<file path="config.mk">
export PLATFORM = sky130hd
export DESIGN_NAME = kmx_scanner
export DESIGN_NICKNAME = d
export VERILOG_FILES = /design/src/rtl/kmx_pkg.sv /design/src/rtl/kmx_col_stepper.sv /design/src/rtl/kmx_frame_judge.sv /design/src/rtl/kmx_repeat_gen.sv /design/src/rtl/kmx_scanner.sv
export SDC_FILE = /design/constraint.sdc
export NUM_CORES = 1
export LEC_CHECK = 0
export ABC_AREA = 0
export BUFFER_PORTS_ARGS = -buffer_cell sky130_fd_sc_hd__buf_2
export CAP_MARGIN = 40
export CORE_MARGIN = 2
export CORE_UTILIZATION = 55
export CTS_CLUSTER_DIAMETER = 150
export DETAILED_ROUTE_END_ITERATION = 8
export HOLD_SLACK_MARGIN = 0.06
export PLACE_DENSITY = 0.75
export SLEW_MARGIN = 20
export SYNTH_ARGS = -nofsm -noshare
export SYNTH_HDL_FRONTEND = slang
export SYNTH_HIERARCHICAL = 1
export SYNTH_SLANG_ARGS = --single-unit
</file>
<file path="constraint.sdc">
create_clock -name clk -period 7.61 [get_ports clk]
set_input_delay 1.1415 -clock clk [delete_from_list [all_inputs] [get_ports clk]]
set_output_delay 1.1415 -clock clk [all_outputs]
set_load 0.005 [all_outputs]
</file>
<file path="src/rtl/kmx_pkg.sv">
package kmx_pkg;

    // Width needed to index n items (at least one bit).
    function automatic int unsigned bits_for(input int unsigned n);
        return (n > 1) ? $clog2(n) : 1;
    endfunction

    typedef enum logic [1:0] {
        EVK_NONE   = 2'd0,
        EVK_PRESS  = 2'd1,
        EVK_REPEAT = 2'd2
    } evt_kind_e;

endpackage

</file>
<file path="src/rtl/kmx_col_stepper.sv">
module kmx_col_stepper
    import kmx_pkg::*;
#(
    parameter int unsigned NUM_COLS    = 6,
    parameter int unsigned SETTLE_CLKS = 4
) (
    input  logic                          clk,
    input  logic                          rst,
    output logic [NUM_COLS-1:0]           col_sel,
    output logic [bits_for(NUM_COLS)-1:0] col_idx,
    output logic                          sample_stb,
    output logic                          frame_end
);
    localparam int unsigned COL_W = bits_for(NUM_COLS);
    localparam int unsigned SET_W = bits_for(SETTLE_CLKS);
    localparam logic [COL_W-1:0] LAST_COL  = COL_W'(NUM_COLS - 1);
    localparam logic [SET_W-1:0] LAST_WAIT = SET_W'(SETTLE_CLKS - 1);

    typedef struct packed {
        logic [COL_W-1:0] col;
        logic [SET_W-1:0] wait_cnt;
    } step_t;

    step_t st_d, st_q;
    logic  stb;

    always_comb begin
        st_d = st_q;
        stb  = (st_q.wait_cnt == LAST_WAIT);
        if (stb) begin
            st_d.wait_cnt = '0;
            st_d.col      = (st_q.col == LAST_COL) ? '0 : st_q.col + COL_W'(1);
        end else begin
            st_d.wait_cnt = st_q.wait_cnt + SET_W'(1);
        end
    end

    always_ff @(posedge clk) begin
        if (rst) st_q <= '0;
        else     st_q <= st_d;
    end

    for (genvar g = 0; g < NUM_COLS; g++) begin : g_drive
        assign col_sel[g] = (st_q.col == COL_W'(g));
    end

    assign col_idx    = st_q.col;
    assign sample_stb = stb;
    assign frame_end  = stb && (st_q.col == LAST_COL);

endmodule

</file>
<file path="src/rtl/kmx_frame_judge.sv">
module kmx_frame_judge
    import kmx_pkg::*;
#(
    parameter int unsigned NUM_COLS = 6,
    parameter int unsigned NUM_ROWS = 8
) (
    input  logic                                              clk,
    input  logic                                              rst,
    input  logic                                              sample_stb,
    input  logic                                              frame_end,
    input  logic [bits_for(NUM_COLS)-1:0]                     col_idx,
    input  logic [NUM_ROWS-1:0]                               rows,
    output logic                                              frame_ok,
    output logic                                              new_press,
    output logic                                              frame_empty,
    output logic [bits_for(NUM_COLS)+bits_for(NUM_ROWS)-1:0]  press_code
);
    localparam int unsigned COL_W = bits_for(NUM_COLS);
    localparam int unsigned ROW_W = bits_for(NUM_ROWS);
    localparam int unsigned KC_W  = bits_for(NUM_COLS * NUM_ROWS + 1);

    typedef logic [NUM_COLS-1:0][NUM_ROWS-1:0] map_t;

    typedef struct packed {
        logic [NUM_COLS-2:0][NUM_ROWS-1:0] scan;    // partial frame, all but last column
        map_t                              stable;  // last accepted frame
    } judge_t;

    judge_t                   st_d, st_q;
    map_t                     frame, fresh;
    logic [KC_W-1:0]          nkeys;
    logic [COL_W+ROW_W-1:0]   code;
    logic                     ok;

    always_comb begin
        frame = '0;
        for (int c = 0; c < NUM_COLS - 1; c++) begin
            frame[c] = st_q.scan[c];
        end
        frame[NUM_COLS-1] = rows;
        fresh = frame & ~st_q.stable;

        nkeys = '0;
        code  = '0;
        for (int c = 0; c < NUM_COLS; c++) begin
            for (int r = 0; r < NUM_ROWS; r++) begin
                nkeys = nkeys + KC_W'(frame[c][r]);
                if (fresh[c][r]) code = {COL_W'(c), ROW_W'(r)};
            end
        end
        ok = frame_end && (nkeys <= KC_W'(1));

        st_d = st_q;
        for (int c = 0; c < NUM_COLS - 1; c++) begin
            if (sample_stb && (col_idx == COL_W'(c))) st_d.scan[c] = rows;
        end
        if (ok) st_d.stable = frame;
    end

    always_ff @(posedge clk) begin
        if (rst) st_q <= '0;
        else     st_q <= st_d;
    end

    assign frame_ok    = ok;
    assign new_press   = ok && (|fresh);
    assign frame_empty = ok && (nkeys == '0);
    assign press_code  = code;

endmodule

</file>
<file path="src/rtl/kmx_repeat_gen.sv">
module kmx_repeat_gen
    import kmx_pkg::*;
#(
    parameter int unsigned CODE_W        = 6,
    parameter int unsigned FIRST_DELAY   = 128,
    parameter int unsigned REPEAT_PERIOD = 20
) (
    input  logic              clk,
    input  logic              rst,
    input  logic              tick,
    input  logic              frame_ok,
    input  logic              new_press,
    input  logic              frame_empty,
    input  logic [CODE_W-1:0] press_code,
    output logic              key_evt,
    output logic              key_rpt,
    output logic [CODE_W-1:0] key_code
);
    localparam int unsigned MAX_LD = (FIRST_DELAY > REPEAT_PERIOD) ? FIRST_DELAY : REPEAT_PERIOD;
    localparam int unsigned CNT_W  = bits_for(MAX_LD + 1);

    typedef struct packed {
        evt_kind_e         kind;
        logic [CODE_W-1:0] code;
        logic              held;
        logic [CODE_W-1:0] held_code;
        logic [CNT_W-1:0]  cnt;
    } rep_t;

    rep_t st_d, st_q;

    always_comb begin
        st_d      = st_q;
        st_d.kind = EVK_NONE;
        if (new_press) begin
            st_d.kind      = EVK_PRESS;
            st_d.code      = press_code;
            st_d.held      = 1'b1;
            st_d.held_code = press_code;
            st_d.cnt       = CNT_W'(FIRST_DELAY);
        end else if (frame_empty) begin
            st_d.held = 1'b0;
            st_d.cnt  = CNT_W'(FIRST_DELAY);
        end else if (tick && st_q.held) begin
            if (st_q.cnt == CNT_W'(1)) begin
                st_d.kind = EVK_REPEAT;
                st_d.code = st_q.held_code;
                st_d.cnt  = CNT_W'(REPEAT_PERIOD);
            end else begin
                st_d.cnt = st_q.cnt - CNT_W'(1);
            end
        end
        // frame_ok alone (same switch reconfirmed) leaves the countdown running
        if (frame_ok && !new_press && !frame_empty) st_d.held = st_q.held;
    end

    always_ff @(posedge clk) begin
        if (rst) st_q <= '{kind: EVK_NONE, code: '0, held: 1'b0, held_code: '0, cnt: CNT_W'(FIRST_DELAY)};
        else     st_q <= st_d;
    end

    assign key_evt  = (st_q.kind != EVK_NONE);
    assign key_rpt  = (st_q.kind == EVK_REPEAT);
    assign key_code = st_q.code;

endmodule

</file>
<file path="src/rtl/kmx_scanner.sv">
module kmx_scanner
    import kmx_pkg::*;
#(
    parameter int unsigned NUM_COLS      = 6,
    parameter int unsigned NUM_ROWS      = 8,
    parameter int unsigned SETTLE_CLKS   = 4,
    parameter int unsigned FIRST_DELAY   = 128,
    parameter int unsigned REPEAT_PERIOD = 20
) (
    input  logic                                             clk,
    input  logic                                             rst,
    input  logic                                             tick,
    input  logic [NUM_ROWS-1:0]                              rows,
    output logic [NUM_COLS-1:0]                              col_sel,
    output logic                                             key_evt,
    output logic                                             key_rpt,
    output logic [bits_for(NUM_COLS)+bits_for(NUM_ROWS)-1:0] key_code
);
    localparam int unsigned COL_W  = bits_for(NUM_COLS);
    localparam int unsigned CODE_W = COL_W + bits_for(NUM_ROWS);

    logic [COL_W-1:0]  col_idx;
    logic              sample_stb, frame_end;
    logic              frame_ok, new_press, frame_empty;
    logic [CODE_W-1:0] press_code;

    kmx_col_stepper #(
        .NUM_COLS   (NUM_COLS),
        .SETTLE_CLKS(SETTLE_CLKS)
    ) u_step (
        .clk       (clk),
        .rst       (rst),
        .col_sel   (col_sel),
        .col_idx   (col_idx),
        .sample_stb(sample_stb),
        .frame_end (frame_end)
    );

    kmx_frame_judge #(
        .NUM_COLS(NUM_COLS),
        .NUM_ROWS(NUM_ROWS)
    ) u_judge (
        .clk        (clk),
        .rst        (rst),
        .sample_stb (sample_stb),
        .frame_end  (frame_end),
        .col_idx    (col_idx),
        .rows       (rows),
        .frame_ok   (frame_ok),
        .new_press  (new_press),
        .frame_empty(frame_empty),
        .press_code (press_code)
    );

    kmx_repeat_gen #(
        .CODE_W       (CODE_W),
        .FIRST_DELAY  (FIRST_DELAY),
        .REPEAT_PERIOD(REPEAT_PERIOD)
    ) u_rep (
        .clk        (clk),
        .rst        (rst),
        .tick       (tick),
        .frame_ok   (frame_ok),
        .new_press  (new_press),
        .frame_empty(frame_empty),
        .press_code (press_code),
        .key_evt    (key_evt),
        .key_rpt    (key_rpt),
        .key_code   (key_code)
    );

endmodule

</file>
After elaboration in Yosys (flattened, before gate mapping) --
Index checks and enable logic that the tools add are counted. Widths: inputs -> output; s select.
Operators by class: $add $sub $neg 50, order comparisons 1, eq/ne operators 9, muxes and demuxes 54, bitwise operators 4, reductions and logical operators 26
Operator list (count):
- $add 6x1->6 | 46
- $mux 6 | 16
- $mux 5 | 16
- $and 48x48->48 | 1
- $not 48->48 | 1
- $reduce_or 48->1 | 1
- $mux 4 | 8
- $mux 8 | 3
- $mux 3 | 5
- $mux 7 | 2
- $logic_and 1x1->1 | 12
- $eq 8x1->1 const B | 1
- $reduce_bool 2->1 | 4
- $sub 8x1->8 const B | 1
- $eq 3x2->1 const B | 2
- $eq 3x3->1 const B | 2
- $le 6x1->1 const B | 1
- $logic_not 6->1 | 1
- $eq 2x2->1 const B | 2
- $mux 2 | 2
- $reduce_or 4->1 | 1
- $add 3x1->3 const B | 1
- $eq 3x1->1 const B | 1
- $logic_not 3->1 | 1
- other kinds (10) | 13
Word-level totals: register bits after elaboration 116, input port bits 11, output and inout bits 14, word-level logic and storage cells 163

Logic depth before layout (Yosys ltp) --
depth after elaboration 55, gate-level depth with buffers 25

Modules after synthesis --
The synthesis kept the hierarchy.
By module, submodules not included:
- kmx_frame_judge | instances 1, cells each 665, area each 5363.9 um2, seq. area each 1761.7 um2
- kmx_repeat_gen | instances 1, cells each 116, area each 1116.1 um2, seq. area each 460.4 um2
- kmx_col_stepper | instances 1, cells each 29, area each 292.8 um2, seq. area each 100.1 um2

Worst setup path after synthesis --
OpenSTA, ideal clock, no wires.
path type input-to-reg, start input rows[5], end register u_rep.st_q, in the netlist u_rep/key_code[0], library setup time 0.096 ns, arrival 7.222 ns, path slack 0.292 ns, stages 22, path through clkbuf_1 > inv_1 > fa_1 > fa_1 > fa_1 > fa_1 > fa_1 > fa_1 > fa_1 > inv_1 > ha_1 > fa_1 > nor3_1 > nand2_2 > nor2_8 > buf_6 > inv_2 > a41oi_2 > clkbuf_1 > buf_2 > nor2_1 > a221oi_1
On the way: cells in the longest elaborated chain, start to end 8, elaborated cells between the ends (all ways) 18, classes of those cells add/sub: 3; order compare: 1; eq/ne: 1; mux: 4; bitwise: 1; reduce/logical: 8
RTL lines:
- from (decl) | RTL line kmx_scanner.sv:13 | input logic [NUM_ROWS-1:0] rows,
- $add 6x1->6 (3 in a row) | RTL line kmx_frame_judge.sv:47 | nkeys = nkeys + KC_W'(frame[c][r]);
- $le 6x1->1 | RTL line kmx_frame_judge.sv:51 | ok = frame_end && (nkeys <= KC_W'(1));
- $logic_and 1x1->1 | RTL line kmx_frame_judge.sv:51
- $logic_and 1x1->1 (*) | RTL line kmx_frame_judge.sv:66 | assign new_press = ok && (|fresh);
- net new_press | RTL line kmx_scanner.sv:24 | logic frame_ok, new_press, frame_empty;
- $ne 2x1->1 (no source line) or $reduce_bool 2->1 (tied branches)
- $reduce_and 3->1 (no source line)
- to (signal assigned) | RTL line kmx_repeat_gen.sv:58 | if (rst) st_q <= '{kind: EVK_NONE, code: '0, held: 1'b0, held_code: '0, cnt: CNT_W'(FIRST_DELAY)};
- to (signal assigned) | RTL line kmx_repeat_gen.sv:59 | else st_q <= st_d;
- to (decl) | RTL line kmx_repeat_gen.sv:30 | rep_t st_d, st_q;
Mark *: on every way through the listed nets, which the timed path passes. The rest lies on a longest branch. A chain may end at the register's enable or synchronous reset.

Worst setup path in the final report --
start register u_judge.st_q, in the netlist u_judge/frame[0], end register u_rep.st_q, in the netlist u_rep/key_code[0]
On the way: cells in the longest elaborated chain, start to end 52, elaborated cells between the ends (all ways) 59, classes of those cells add/sub: 47; order compare: 1; eq/ne: 1; mux: 1; bitwise: 1; reduce/logical: 8
RTL lines:
- from (decl) | RTL line kmx_frame_judge.sv:29 | judge_t st_d, st_q;
- from (signal assigned) | RTL line kmx_frame_judge.sv:62 | else st_q <= st_d;
- $add 1x1->2 (*) | RTL line kmx_frame_judge.sv:47
- $add 6x1->6 (*) (46 in a row) | RTL line kmx_frame_judge.sv:47
- $le 6x1->1 (*) | RTL line kmx_frame_judge.sv:51
- $logic_and 1x1->1 (*) | RTL line kmx_frame_judge.sv:51
- net frame_ok | RTL line kmx_scanner.sv:24
- $logic_and 1x1->1 (*) | RTL line kmx_frame_judge.sv:66
- net new_press | RTL line kmx_scanner.sv:24
- $ne 2x1->1 (no source line) or $reduce_bool 2->1 (tied branches)
- $reduce_and 3->1 (no source line)
Marks and branches as above.

==> reports/results.ini <==
[status]
status=finished, final reports clean

[clock_network]
cts_setup_buffers=0
cts_tree=done
ctsHoldBuffers=0
cts_sinks=116
cts_buffers=17
clock_latency_ns=0.43
cts_buffer_depth=2
clk_root_buffer_cell=clkbuf_16
htree_num_levels=4
cts_resized=0
path_clk_slew_ns=0.05

[route]
firstDrtPassIters=5
vias_per_cell=5.96
vias=5781
ant_nets=0
drc=0
drt_iter0_drc=483
post_drt_wl_per_cell_um=18.5
wl_mm=17.9

[cells_and_area]
finalNonFillerCells=970
regArea_mm2=0.00232
antenna_cells=0
multiInputGateArea_mm2=0.00388
drive_gt1_share_pct=11.5
fillCellCount=1022
post-route-util_pct=61.9
fin_nets=874
syn_to_final_growth_pct=9.81

[worst_hold_path]
whs_endpoint=u_step/st_q[0]
hold_class=reg2reg
hp-start=u_step/st_q[0]
hold_path_depth=1

[floorplan]
core-area_mm2=0.0120
num_rows=40
die_x_um=115
die_y_um=115
start_util_pct=56.4
dieArea_mm2=0.0132
num_io_pins=25

[pwr]
swShare_pct=27.7
p_per_area_mw_per_mm2=223
p_int_mw=1.20
p_leak_nw=2.79
peakVddDrop_mv=0.140
netSwitchingPower_mw=0.460
combPwrFrac_pct=14.1
pwr-share-clk_pct=48.6
power_frac_seq_pct=37.3

[synthesis]
yosysSeqAreaShare_pct=34.3
yosys_warnings=6
synth_top_area_cell=dfxtp_1
syn_area_per_cell_um2=8.36
ys_ff_latch=116
synthCells=810
synthesis.nets=874
synth_edf_count=0
synth_top_area_share_pct=34.3
synthFlopType=dfxtp_1
yosys-top-cells-area=dfxtp_1 34%, fa_1 12%, a21oi_1 7.8%, nand2_1 7.8%, inv_1 4.0%
syn-cell-area_mm2=0.00677
async_reset_ff_share_pct=0
netlist-cell-type-count=77

[global_routing]
globalRouteOverflowTotal=0
grt_pass1_vias=5547
grt_max_degree=63
grt_antenna_before_repair=0
grt_pass1_wl_mm=28.3
track_usage_pct=28.1

[critical_path]
arrival_ns=7.23
reg2reg_from=u_judge/frame[0]
critPathKind=reg2reg
rrSetupSlack_ns=0.71
cp-end-kind=flip-flop
crit_required_ns=7.93
crit_fanout=7
r2r_end=u_rep/key_code[0]
rr_worst_depth=22
start_kind=flip-flop

[placed_design]
numPortBuffers=24
hpwl_mm=12.5
dp_cells=938
gp_congestion=0.930

[sta]
finalCritPeriodShare_pct=90.7
maxSlewViolCount=0
worst_pin_slew_ns=0.669
skew_ns=0.00604
fin_crit_ns=6.90
setup_tns_ns=0
finalHoldViolCount=0
setup_viol=0
rsz0062_at_grt=false
slew_headroom_pct=55.2
clock.fmax_ghz=0.145

[run]
drv_cap=0

-- final cells by class --
type,count,share of cell area (%)
tap,147,2.47
inverter,74,3.73
clock inverter,9,1.35
timing repair buffer,31,2.36
clock buffer,23,6.70
multi-input combinational,570,52.2
sequential,116,31.2
-- synth_stat cells, types with 3 or more instances --
| library cell | instances |
|---|---|
| a211oi_1 | 4 |
| inv_1 | 73 |
| nand4_1 | 7 |
| fa_1 | 39 |
| buf_2 | 3 |
| a21oi_1 | 106 |
| or3_1 | 5 |
| a32oi_1 | 6 |
| buf_6 | 9 |
| o21ai_1 | 22 |
| a221oi_1 | 7 |
| dfxtp_1 | 116 |
| nand2_1 | 141 |
| o21ai_0 | 36 |
| or2_2 | 3 |
| nor4_1 | 4 |
| nand2b_1 | 24 |
| buf_4 | 11 |
| nor3b_1 | 6 |
| nor4_2 | 3 |
| and2_1 | 3 |
| mux2i_1 | 6 |
| o31ai_1 | 4 |
| o211ai_1 | 4 |
| nor3_1 | 7 |
| and2b_1 | 5 |
| a21boi_0 | 3 |
| nor2_1 | 34 |
| nor2b_1 | 14 |
| nand3_1 | 8 |
| clkbuf_1 | 26 |
| ha_1 | 14 |
| nor2b_4 | 4 |
-- worst max path at each step --
stage	start	end	slack (ns)	cells past startpoint
4_1_cts	u_judge/frame[0]	u_rep/key_code[0]	0.70	22
3_3_place_gp	rows[0]	u_rep/key_code[1]	0.53	20
5_1_grt	u_judge/frame[0]	u_rep/key_code[1]	0.41	22
3_5_place_dp	rows[0]	u_rep/key_code[0]	0.32	20
2_1_floorplan	rows[5]	u_rep/key_code[0]	0.29	22
6_report	u_judge/frame[0]	u_rep/key_code[0]	0.71	22
-- placed cells by master, fill, tap and decap left out, drive strengths merged, types with 8 or more instances in the layout --
cell type | synthesis | final
ha | 14 | 14
nor4 | 8 | 8
o21ai | 58 | 58
dfxtp | 116 | 116
fa | 39 | 39
buf | 24 | 31
nand3 | 8 | 8
clkbuf | 26 | 23
inv | 74 | 74
nand2 | 142 | 142
nor2 | 35 | 35
a21oi | 108 | 108
nand2b | 24 | 24
nor2b | 19 | 19
-- power by group through the flow --
stage	Combinational (mW)	Sequential, mW	Clock [mW]
after global placement	0.218	0.631	0
final	0.234	0.618	0.807
after global routing	0.257	0.619	0.843
after floorplan	0.168	0.628	0
after detailed placement	0.227	0.631	0
after CTS	0.228	0.618	0.815
-- routing by layer --
layer / share of wire [%] / GRT usage (%) / vias up
li1: - / - / 2725
met1: 40 / 33.6 / 2782
met2: 49 / 46.4 / 224
met3: 7.1 / 7.27 / 50
met4: 3.8 / 15.0 / 0
met5: 0 / 0 / -
-- worst max-delay path, stage by stage, from the launching register on --
cell      delay, ns
dfxtp_1        0.35
fa_1           0.56
inv_1          0.06
fa_1           0.52
fa_1           0.45
fa_1           0.49
inv_1          0.05
fa_1           0.47
inv_1          0.06
fa_1           0.46
fa_1           0.50
fa_1           0.50
inv_1          0.04
ha_1           0.20
fa_1           0.38
and2_1         0.20
a21oi_4        0.20
nor2_8         0.06
inv_2          0.06
a41oi_2        0.07
nor4b_2        0.59
a32oi_1        0.19
a221oi_1       0.33
-- metrics by stage --
stage	area (µm²)	power [mW]	worst slack [ns]	hold WS (ns)
2_1_floorplan	6770	0.797	0.292	0.432
3_3_place_gp	6840	0.849	0.529	0.449
3_5_place_dp	6840	0.859	0.317	0.461
4_1_cts	7440	1.66	0.701	0.469
5_1_grt	7440	1.72	0.414	0.481
6_report	7440	1.66	0.705	0.470
-- registers in the layout, summed over array words and instances (netlist names) --
signal,cells
u_judge/frame,40
u_judge/st_q,48
u_rep/key_code,6
u_rep/st_q,17
u_step/col_idx,3
u_step/st_q,2
-- kinds of logic (layout without fill, tap and decap cells) --
family | Yosys count | after routing | share of synthesized area (%)
and+or+nand+nor | 293 | 293 | 22.8
muxes | 6 | 6 | 0.887
DFF | 116 | 116 | 34.3
AOI/OAI and AO/OA | 215 | 215 | 19.0
xor gates and xnor gates | 3 | 3 | 0.388
adders and majority gates | 53 | 53 | 14.1
buffers and inverters | 124 | 137 | 8.53
Note: power is estimated with default switching activity, not from simulation.
